File: config.mk
export PLATFORM = sky130hd
export DESIGN_NAME = tbcmp_watchdog
export DESIGN_NICKNAME = d
export VERILOG_FILES = /design/src/rtl/tbcmp_wdt_pkg.sv /design/src/rtl/tbcmp_wdt_ctrl.sv /design/src/rtl/tbcmp_wdt_expiry.sv /design/src/rtl/tbcmp_watchdog.sv
export SDC_FILE = /design/constraint.sdc
export NUM_CORES = 1
export LEC_CHECK = 0
export ABC_AREA = 1
export ABC_CLOCK_PERIOD_IN_PS = 2700
export CAP_MARGIN = 20
export CORE_MARGIN = 2
export CORE_UTILIZATION = 30
export DETAILED_ROUTE_END_ITERATION = 8
export PLACE_DENSITY = 0.54
export SYNTH_ARGS = -nofsm -noshare
export SYNTH_HDL_FRONTEND = slang
export SYNTH_SLANG_ARGS = --single-unit
File: constraint.sdc
create_clock -name clk -period 2.7 [get_ports clk]
set_input_delay 0.54 -clock clk [delete_from_list [all_inputs] [get_ports clk]]
set_output_delay 0.54 -clock clk [all_outputs]
set_load 0.05 [all_outputs]
File: src/rtl/tbcmp_wdt_pkg.sv
package tbcmp_wdt_pkg;
  localparam int unsigned BYTE_W = 8;
  typedef logic [BYTE_W-1:0] byte_t;

  function automatic byte_t add_wrap(input byte_t a, input byte_t b);
    logic [BYTE_W:0] s;
    s = {1'b0, a} + {1'b0, b};
    return s[BYTE_W-1:0];
  endfunction
endpackage

File: src/rtl/tbcmp_wdt_ctrl.sv
module tbcmp_wdt_ctrl
  import tbcmp_wdt_pkg::*;
#(
  parameter byte_t RST_OFFSET = 8'h00
) (
  input  logic  clk,
  input  logic  rst_n,
  input  logic  mode_wr,
  input  logic  mode_enable,
  input  logic  offset_wr,
  input  byte_t offset_data,
  input  logic  cfg_wr,
  output logic  wd_en,
  output byte_t offset_q,
  output logic  cfg_wr_pass
);
  always_ff @(posedge clk or negedge rst_n) begin
    if (!rst_n) begin
      wd_en    <= 1'b1;
      offset_q <= RST_OFFSET;
    end else begin
      if (mode_wr)   wd_en    <= mode_enable;
      if (offset_wr) offset_q <= offset_data;
    end
  end

  assign cfg_wr_pass = cfg_wr & ~wd_en;

  assert_mode_next_R7: assert property (@(posedge clk) disable iff (!rst_n)
    $past(mode_wr) |-> (wd_en == $past(mode_enable)));
  assert_offset_load_R5: assert property (@(posedge clk) disable iff (!rst_n)
    $past(offset_wr) |-> (offset_q == $past(offset_data)));
endmodule

File: src/rtl/tbcmp_wdt_expiry.sv
module tbcmp_wdt_expiry
  import tbcmp_wdt_pkg::*;
#(
  parameter byte_t RST_EXPIRY = 8'hFF
) (
  input  logic  clk,
  input  logic  rst_n,
  input  logic  wd_en,
  input  byte_t cnt_hi,
  input  byte_t offset_q,
  input  logic  kick_wr,
  output byte_t expiry_q,
  output logic  req_q
);
  logic hit, hit_d;

  assign hit = wd_en & (cnt_hi == expiry_q) & ~kick_wr;

  always_ff @(posedge clk or negedge rst_n) begin
    if (!rst_n) begin
      expiry_q <= RST_EXPIRY;
      hit_d    <= 1'b0;
      req_q    <= 1'b0;
    end else begin
      if (kick_wr) expiry_q <= add_wrap(cnt_hi, offset_q);
      hit_d <= hit;
      req_q <= hit & ~hit_d;
    end
  end

  assert_kick_load_R4: assert property (@(posedge clk) disable iff (!rst_n)
    $past(kick_wr) |-> (expiry_q == byte_t'($past(cnt_hi) + $past(offset_q))));
  assert_single_pulse_R3: assert property (@(posedge clk) disable iff (!rst_n)
    req_q |=> !req_q);
  assert_req_on_match_R2: assert property (@(posedge clk) disable iff (!rst_n)
    req_q |-> ($past(cnt_hi) == $past(expiry_q)));
  assert_kick_blocks_R6: assert property (@(posedge clk) disable iff (!rst_n)
    req_q |-> !$past(kick_wr));
endmodule

File: src/rtl/tbcmp_watchdog.sv
module tbcmp_watchdog
  import tbcmp_wdt_pkg::*;
#(
  parameter int unsigned CNT_W      = 16,
  parameter byte_t       RST_OFFSET = 8'h00,
  parameter byte_t       RST_EXPIRY = 8'hFF
) (
  input  logic             clk,
  input  logic             rst_n,
  input  logic [CNT_W-1:0] tb_count,
  input  logic             mode_wr,
  input  logic             mode_enable,
  input  logic             offset_wr,
  input  logic [7:0]       offset_data,
  input  logic             kick_wr,
  input  logic             cfg_wr,
  output logic             cfg_wr_pass,
  output logic             wd_reset_req
);
  localparam int unsigned HI_LSB = CNT_W - BYTE_W;

  logic  wd_en;
  byte_t offset_q, expiry_q, cnt_hi;

  assign cnt_hi = tb_count[CNT_W-1:HI_LSB];

  tbcmp_wdt_ctrl #(.RST_OFFSET(RST_OFFSET)) u_ctrl (
    .clk(clk), .rst_n(rst_n), .mode_wr(mode_wr), .mode_enable(mode_enable),
    .offset_wr(offset_wr), .offset_data(offset_data), .cfg_wr(cfg_wr),
    .wd_en(wd_en), .offset_q(offset_q), .cfg_wr_pass(cfg_wr_pass)
  );

  tbcmp_wdt_expiry #(.RST_EXPIRY(RST_EXPIRY)) u_expiry (
    .clk(clk), .rst_n(rst_n), .wd_en(wd_en), .cnt_hi(cnt_hi),
    .offset_q(offset_q), .kick_wr(kick_wr), .expiry_q(expiry_q),
    .req_q(wd_reset_req)
  );

  assert_no_req_disabled_R7: assert property (@(posedge clk) disable iff (!rst_n)
    wd_reset_req |-> $past(wd_en));
  assert_cfg_blocked_R8: assert property (@(posedge clk) disable iff (!rst_n)
    cfg_wr_pass |-> (cfg_wr && !wd_en));
endmodule

== Yosys cells after proc, flatten, opt, wreduce, memory -nomap -nowiden ==
Index checks and enable logic that the tools add are counted.
W data, S select, Z words.

* $add $sub $neg: 1
* Eq/ne operators: 1
* Bitwise gates (word level): 7

{| class="wikitable"
|+ Operators by type and width
! cell !! count
|-
| $add A8 B8 Y8 || 1
|-
| $eq A8 B8 Y1 || 1
|-
| $and A1 B1 Y1 || 4
|-
| $not A1 Y1 || 3
|}

* Flip-flop bits (word level): 19
* Input bits: 31
* Output and inout bits: 2

== Longest topological paths before layout ==
* Depth in word-level cells: 4
* Mapped depth: 11
* Depth with buffers taken out: 11

== Cells and area by module ==
Synthesis repeated with hierarchy kept, for this count alone.

* Cell total of the unflattened synthesis: 155
* Area, all modules: 1172.4 sq um

{| class="wikitable"
|+ Modules (own cells, without submodules)
! module !! instances !! cells an instance !! area each (sq um) !! seq. area each (sq um)
|-
| tbcmp_wdt_expiry || 1 || 114 || 818.3 || 260.2
|-
| tbcmp_wdt_ctrl || 1 || 41 || 354.1 || 226.5
|}

== Least setup slack after synthesis ==
OpenSTA, ideal clock, no wires.

* Path kind: in2out
* Start point: input port cfg_wr
* End point: output port cfg_wr_pass
* Arrival: 1206 ps
* Slack: 954 ps
* Stages on the path: 2
* Buffers on the path: 0
* Cells stage by stage: inv_1 nor2_1

* Cells in the longest elaborated chain, start to end: 1

{| class="wikitable"
|+ Ends and longest elaborated chain
! item !! line !! source
|-
| start: declaration || tbcmp_watchdog.sv:16 || <nowiki>input logic cfg_wr,</nowiki>
|-
| $and A1 B1 Y1 || tbcmp_wdt_ctrl.sv:27 || <nowiki>assign cfg_wr_pass = cfg_wr & ~wd_en;</nowiki>
|-
| end: declaration || tbcmp_watchdog.sv:17 || <nowiki>output logic cfg_wr_pass,</nowiki>
|}

Every way passes these cells.

== Worst setup path in the final report ==
* Start point: input port tb_count[8]
* End point: register u_expiry.expiry_q[6]

* Cells in the longest elaborated chain, start to end: 1

{| class="wikitable"
|+ Ends and longest elaborated chain
! item !! line !! source
|-
| start: declaration || tbcmp_watchdog.sv:10 || <nowiki>input logic [CNT_W-1:0] tb_count,</nowiki>
|-
| $add A8 B8 Y8 || tbcmp_wdt_pkg.sv:7 || <nowiki>s = {1'b0, a} + {1'b0, b};</nowiki>
|-
| end signal: assignment || tbcmp_wdt_expiry.sv:25 || <nowiki>if (kick_wr) expiry_q <= add_wrap(cnt_hi, offset_q);</nowiki>
|-
| end: declaration || tbcmp_wdt_expiry.sv:12 || <nowiki>output byte_t expiry_q,</nowiki>
|}

Every way passes these cells.
A chain may end at the register's enable or synchronous reset.

==> results by stage <==
Pwr:
- IR analysis of the VDD net gives a maximum drop of between 0.2 and 0.3 mV.
- For this design the ratio of total power to cell area is between 500 and 600 mW/mm².
- Summed over all cells, the static leakage comes to approximately 0.7 nW.

STA:
- In the final timing run, aggregate negative setup slack is 0 ps.
- The pin slew with the least headroom to its limit is ~480 ps.
- Setup repair after global routing left no endpoint under its margin.
- Across the routed clock network, the largest skew measured is 3.196 ps.
- The total of endpoints with negative setup slack in the final report is 0.
- Headroom to the max-slew limit came out at 67.60%.
- The shortest period the worst path allows is 2008 ps.
- The number of hold violations in the final report is 0.
- The maximum clock frequency is around 0.50 GHz.
- Dividing the final minimum period by the clock period gives 74.36%.
- The final number of max-transition violations is 0.

Worst setup path:
- The endpoint identified for the worst register-to-register timing path is u_expiry.expiry_q[6].
- The worst-case register-to-register setup slack is around 1100 ps.
- Data on the critical path arrives at its endpoint at about 2200 ps.
- The stage delay of the slowest cell on the critical path is 500 ps.
- The critical path is of the in -> reg type.
- The number of cells on the worst reg-to-reg path is 11.
- The sort of element at the start of the critical path is a primary input.
- The cell at the slowest stage of the critical path is sky130_fd_sc_hd__clkdlybuf4s50_1.
- The maximum fanout count along the critical path is 2.
- The worst register-to-register path begins at u_ctrl.offset_q[0].
- The cell repeated most along the worst path is sky130_fd_sc_hd__nand2_1.
- The worst setup path is captured at a flop.
- Data on the critical path is required at its endpoint by around 2900 ps.
- The signal on the critical path passes through clkdlybuf4s50_1, ha_1, inv_1, fa_1, inv_1, nand2_1, nand2_1, nand3b_1, nand2_1, nand2_1, nand3_1, nand2_1.

Cells and area:
- The post-route netlist has ~16% of its cells at a drive strength greater than 1.
- The layout has 395 filler cells.
- 0 antenna diodes ended up in the layout.
- The net count of the finished layout is around 200.
- The area added between synthesis and finish is 28.97%.
- The finished cells cover 0.001493 mm².

Yosys:
- The adder-cell share of the synthesized area is about 9.3%.
- In this run, synthesis inferred 0 flip-flops with an integrated enable.
- The fraction of synthesized area in multiplexers is 6.811%.
- Among all flip-flop cells after synthesis, the most frequent one is sky130_fd_sc_hd__dfrtp_1.
- By count the netlist is led by sky130_fd_sc_hd__nand2_1 (39), sky130_fd_sc_hd__inv_1 (16), sky130_fd_sc_hd__nor2_1 (12), sky130_fd_sc_hd__dfrtp_1 (10), sky130_fd_sc_hd__nand3_1 (10).
- The number of nets in the synthesized netlist is 177.
- After synthesis the netlist holds a flip-flop and latch count of 19.
- The combined area of all synthesized cells is 0.001157 mm².
- In the synthesized netlist the async set-or-reset flop fraction comes to 100.0%.
- A synthesized cell averages 8.387 µm².
- The sequential share of the synthesized area is 42.05%.
- The number of cells produced by synthesis is 138.
- Of all cell types, the one taking the most synthesized area is sky130_fd_sc_hd__dfrtp_1.
- Of the total synthesized cell area, the portion taken by XOR and XNOR cells is 4.541%.
- The number of synthesis warnings is 0.
- The fraction of synthesized cell area taken by the top area cell type is 21.62%.
- The most common cell in the netlist is sky130_fd_sc_hd__nand2_1.
- Of the total synthesized cell area, the portion taken by AND, OR, NAND and NOR gates is about a quarter.
- The synthesized netlist devotes 4.757% of its cell area to compound gates.
- After synthesis, the cell types taking the most area are sky130_fd_sc_hd__dfrtp_1 (22%), sky130_fd_sc_hd__dfstp_2 (20%), sky130_fd_sc_hd__nand2_1 (13%), sky130_fd_sc_hd__ha_1 (7.6%), sky130_fd_sc_hd__mux2_2 (6.8%).
- After synthesis, the largest family of logic cells by area is simple AND/OR/NAND/NOR gates.
- The number of unique standard cell types used by synthesis is 23.

Clock network:
- After clock tree synthesis, the flow added hold-fix buffers numbering 0.
- The buffer depth of the longest clock path is 2.
- For this design, the sink count on the clock tree is 19.
- The clock tree from TritonCTS is built.
- The later-pin clock latency in the skew report is 260 ps.
- The number of resized instances in the post-cts repair step is 0.
- The number of buffers inserted by post-CTS setup repair is 0.
- The clock transition at the register clock pins on the worst setup and hold paths after CTS is 70 ps.
- The tree is rooted in a sky130_fd_sc_hd__clkbuf_8.
- In this run the number of H-tree levels came out at 1.
- The clock buffer count from CTS is 3.

Floorplan:
- The die height is 66.11 µm.
- The die covers 0.004371 mm².
- The initial core utilization is 31.38%.
- After floorplanning, the core was divided into 22 placement rows.
- In this run the standard cell core region covers 0.003689 mm².
- 33 I/O pins were placed.
- In this run the horizontal extent of the chip is around 66 µm.

Worst hold path:
- The number of cells traversed by the worst hold path is 1.
- The kind of path behind the tightest hold check is reg -> reg.
- In this run the most critical hold path is launched from u_expiry.hit_d.
- The destination of the worst hold path is u_expiry.req_q.

Route:
- The routed length per placed instance is 10.97 µm.
- The remaining number of nets flagged by the antenna check after routing is 0.
- Detailed routing inserted a total of roughly 960 vias.
- The detailed router finished its first iteration with 27 violations.
- For this run, design rule violations remaining after detail routing come to 0.
- The detailed-routing iteration count for the pre-antenna-repair pass is 4.
- Using the TritonRoute via totals, the vias-per-cell ratio works out to 4.498.
- The final wirelength is 2337 µm.

Place:
- The routability-driven placement congestion ratio is approximately 0.87.
- The placed instances occupy a cell area of 0.001446 mm².
- The placed wire-length estimate is 1869 µm.
- The count of buffers added on input and output ports is 24.

Global routing:
- The first global-routing pass estimated 4029 µm of wire.
- Across every metal layer, demand over resource in global routing totals 11.99%.
- The via count of the first global-routing pass is approximately 940.
- The initial antenna violation count came to 0.
- The pin count of the biggest net entering global routing is 20.
- The residual overflow from global routing is 0.

Run:
- The number of maximum-capacitance constraint violations is 0.

Outcome:
- The flow ran to the end, and the final reports show no timing, DRC or antenna violations.
[how the worst max path moves through the flow]
stage / from / endpoint / slack, ps / cells after the start
after floorplan: cfg_wr / cfg_wr_pass / 950 / 2
after global placement: tb_count[8] / u_expiry.expiry_q[6] / 440 / 12
after detailed placement: tb_count[8] / u_expiry.expiry_q[6] / 410 / 12
after CTS: tb_count[8] / u_expiry.expiry_q[6] / 680 / 12
after global routing: tb_count[8] / u_expiry.expiry_q[6] / 550 / 12
final: tb_count[8] / u_expiry.expiry_q[6] / 690 / 12
[state kept, by name (all words and copies together), names as in the netlist]
name	cells
u_ctrl.offset_q	8
u_expiry.expiry_q	8
u_expiry.req_q	1
u_expiry.hit_d	1
u_ctrl.wd_en	1
[layout make-up]
cell class,instances,area [µm²],share of cell area [%]
clock inverter,1,5.005,0.3353
sequential,19,486.7,32.61
inverter,17,63.81,4.275
tap,48,60.06,4.023
clock buffer,3,41.29,2.766
multi-input combinational,100,590.6,39.56
timing repair buffer,25,245.2,16.43
[cells by family (layout without fill, tap and decap cells)]
family / count (synthesis) / after routing
flip-flops: 19 / 19
AND/OR/NAND/NOR: 68 / 68
multiplexers: 7 / 7
buffers and inverters: 19 / 46
XOR/XNOR: 6 / 6
adder cells (fa/ha/maj): 8 / 8
AO/OA/AOI/OAI: 11 / 11
[placed cells by master (no fill, tap or decap), types with 7 or more instances in the layout]
cell type	n
sky130_fd_sc_hd__mux2_2	7
sky130_fd_sc_hd__dfrtp_1	10
sky130_fd_sc_hd__nand3_1	10
sky130_fd_sc_hd__inv_1	16
sky130_fd_sc_hd__clkdlybuf4s50_1	23
sky130_fd_sc_hd__dfstp_2	9
sky130_fd_sc_hd__nor2_1	12
sky130_fd_sc_hd__o21ai_0	7
sky130_fd_sc_hd__ha_1	7
sky130_fd_sc_hd__nand2_1	39
[where the power goes]
| group | leakage (nW) | switching, mW | internal (mW) |
|---|---|---|---|
| Clock | 0.0255 | 0.0953 | 0.103 |
| Sequential | 0.216 | 0.0242 | 0.340 |
| Combinational | 0.465 | 0.110 | 0.108 |
[per-layer routing]
metal / up-vias / track usage (%) / part of all wire, %
met5: - / 0 / 0
met1: 440 / 15.16 / 47
met4: 0 / 1.531 / 0.60
met3: 2 / 3.918 / 5.6
li1: 490 / - / -
met2: 26 / 20.38 / 47
[critical path: cells and delay by family]
| family | cells | cell delay [ps] |
|---|---|---|
| fa+ha+maj | 2 | 540 |
| buf+inv | 3 | 630 |
| simple gates | 7 | 470 |
[stage by stage]
| step | util [%] | power [mW] | worst slack [ps] | hold slack, ps | cells |
|---|---|---|---|---|---|
| 3_5_place_dp | 39.21 | 0.5893 | 409.6 | 413.0 | 209 |
| 2_1_floorplan | - | 0.5126 | 953.7 | 244.4 | 138 |
| 4_1_cts | 40.47 | 0.7966 | 683.7 | 426.9 | 213 |
| 3_3_place_gp | 39.21 | 0.5817 | 438.6 | 410.3 | 209 |
| 5_1_grt | 40.47 | 0.8391 | 550.0 | 448.0 | 213 |
| 6_report | 40.47 | 0.7800 | 692.3 | 421.7 | 213 |
Note: power is estimated with default switching activity, not from simulation.
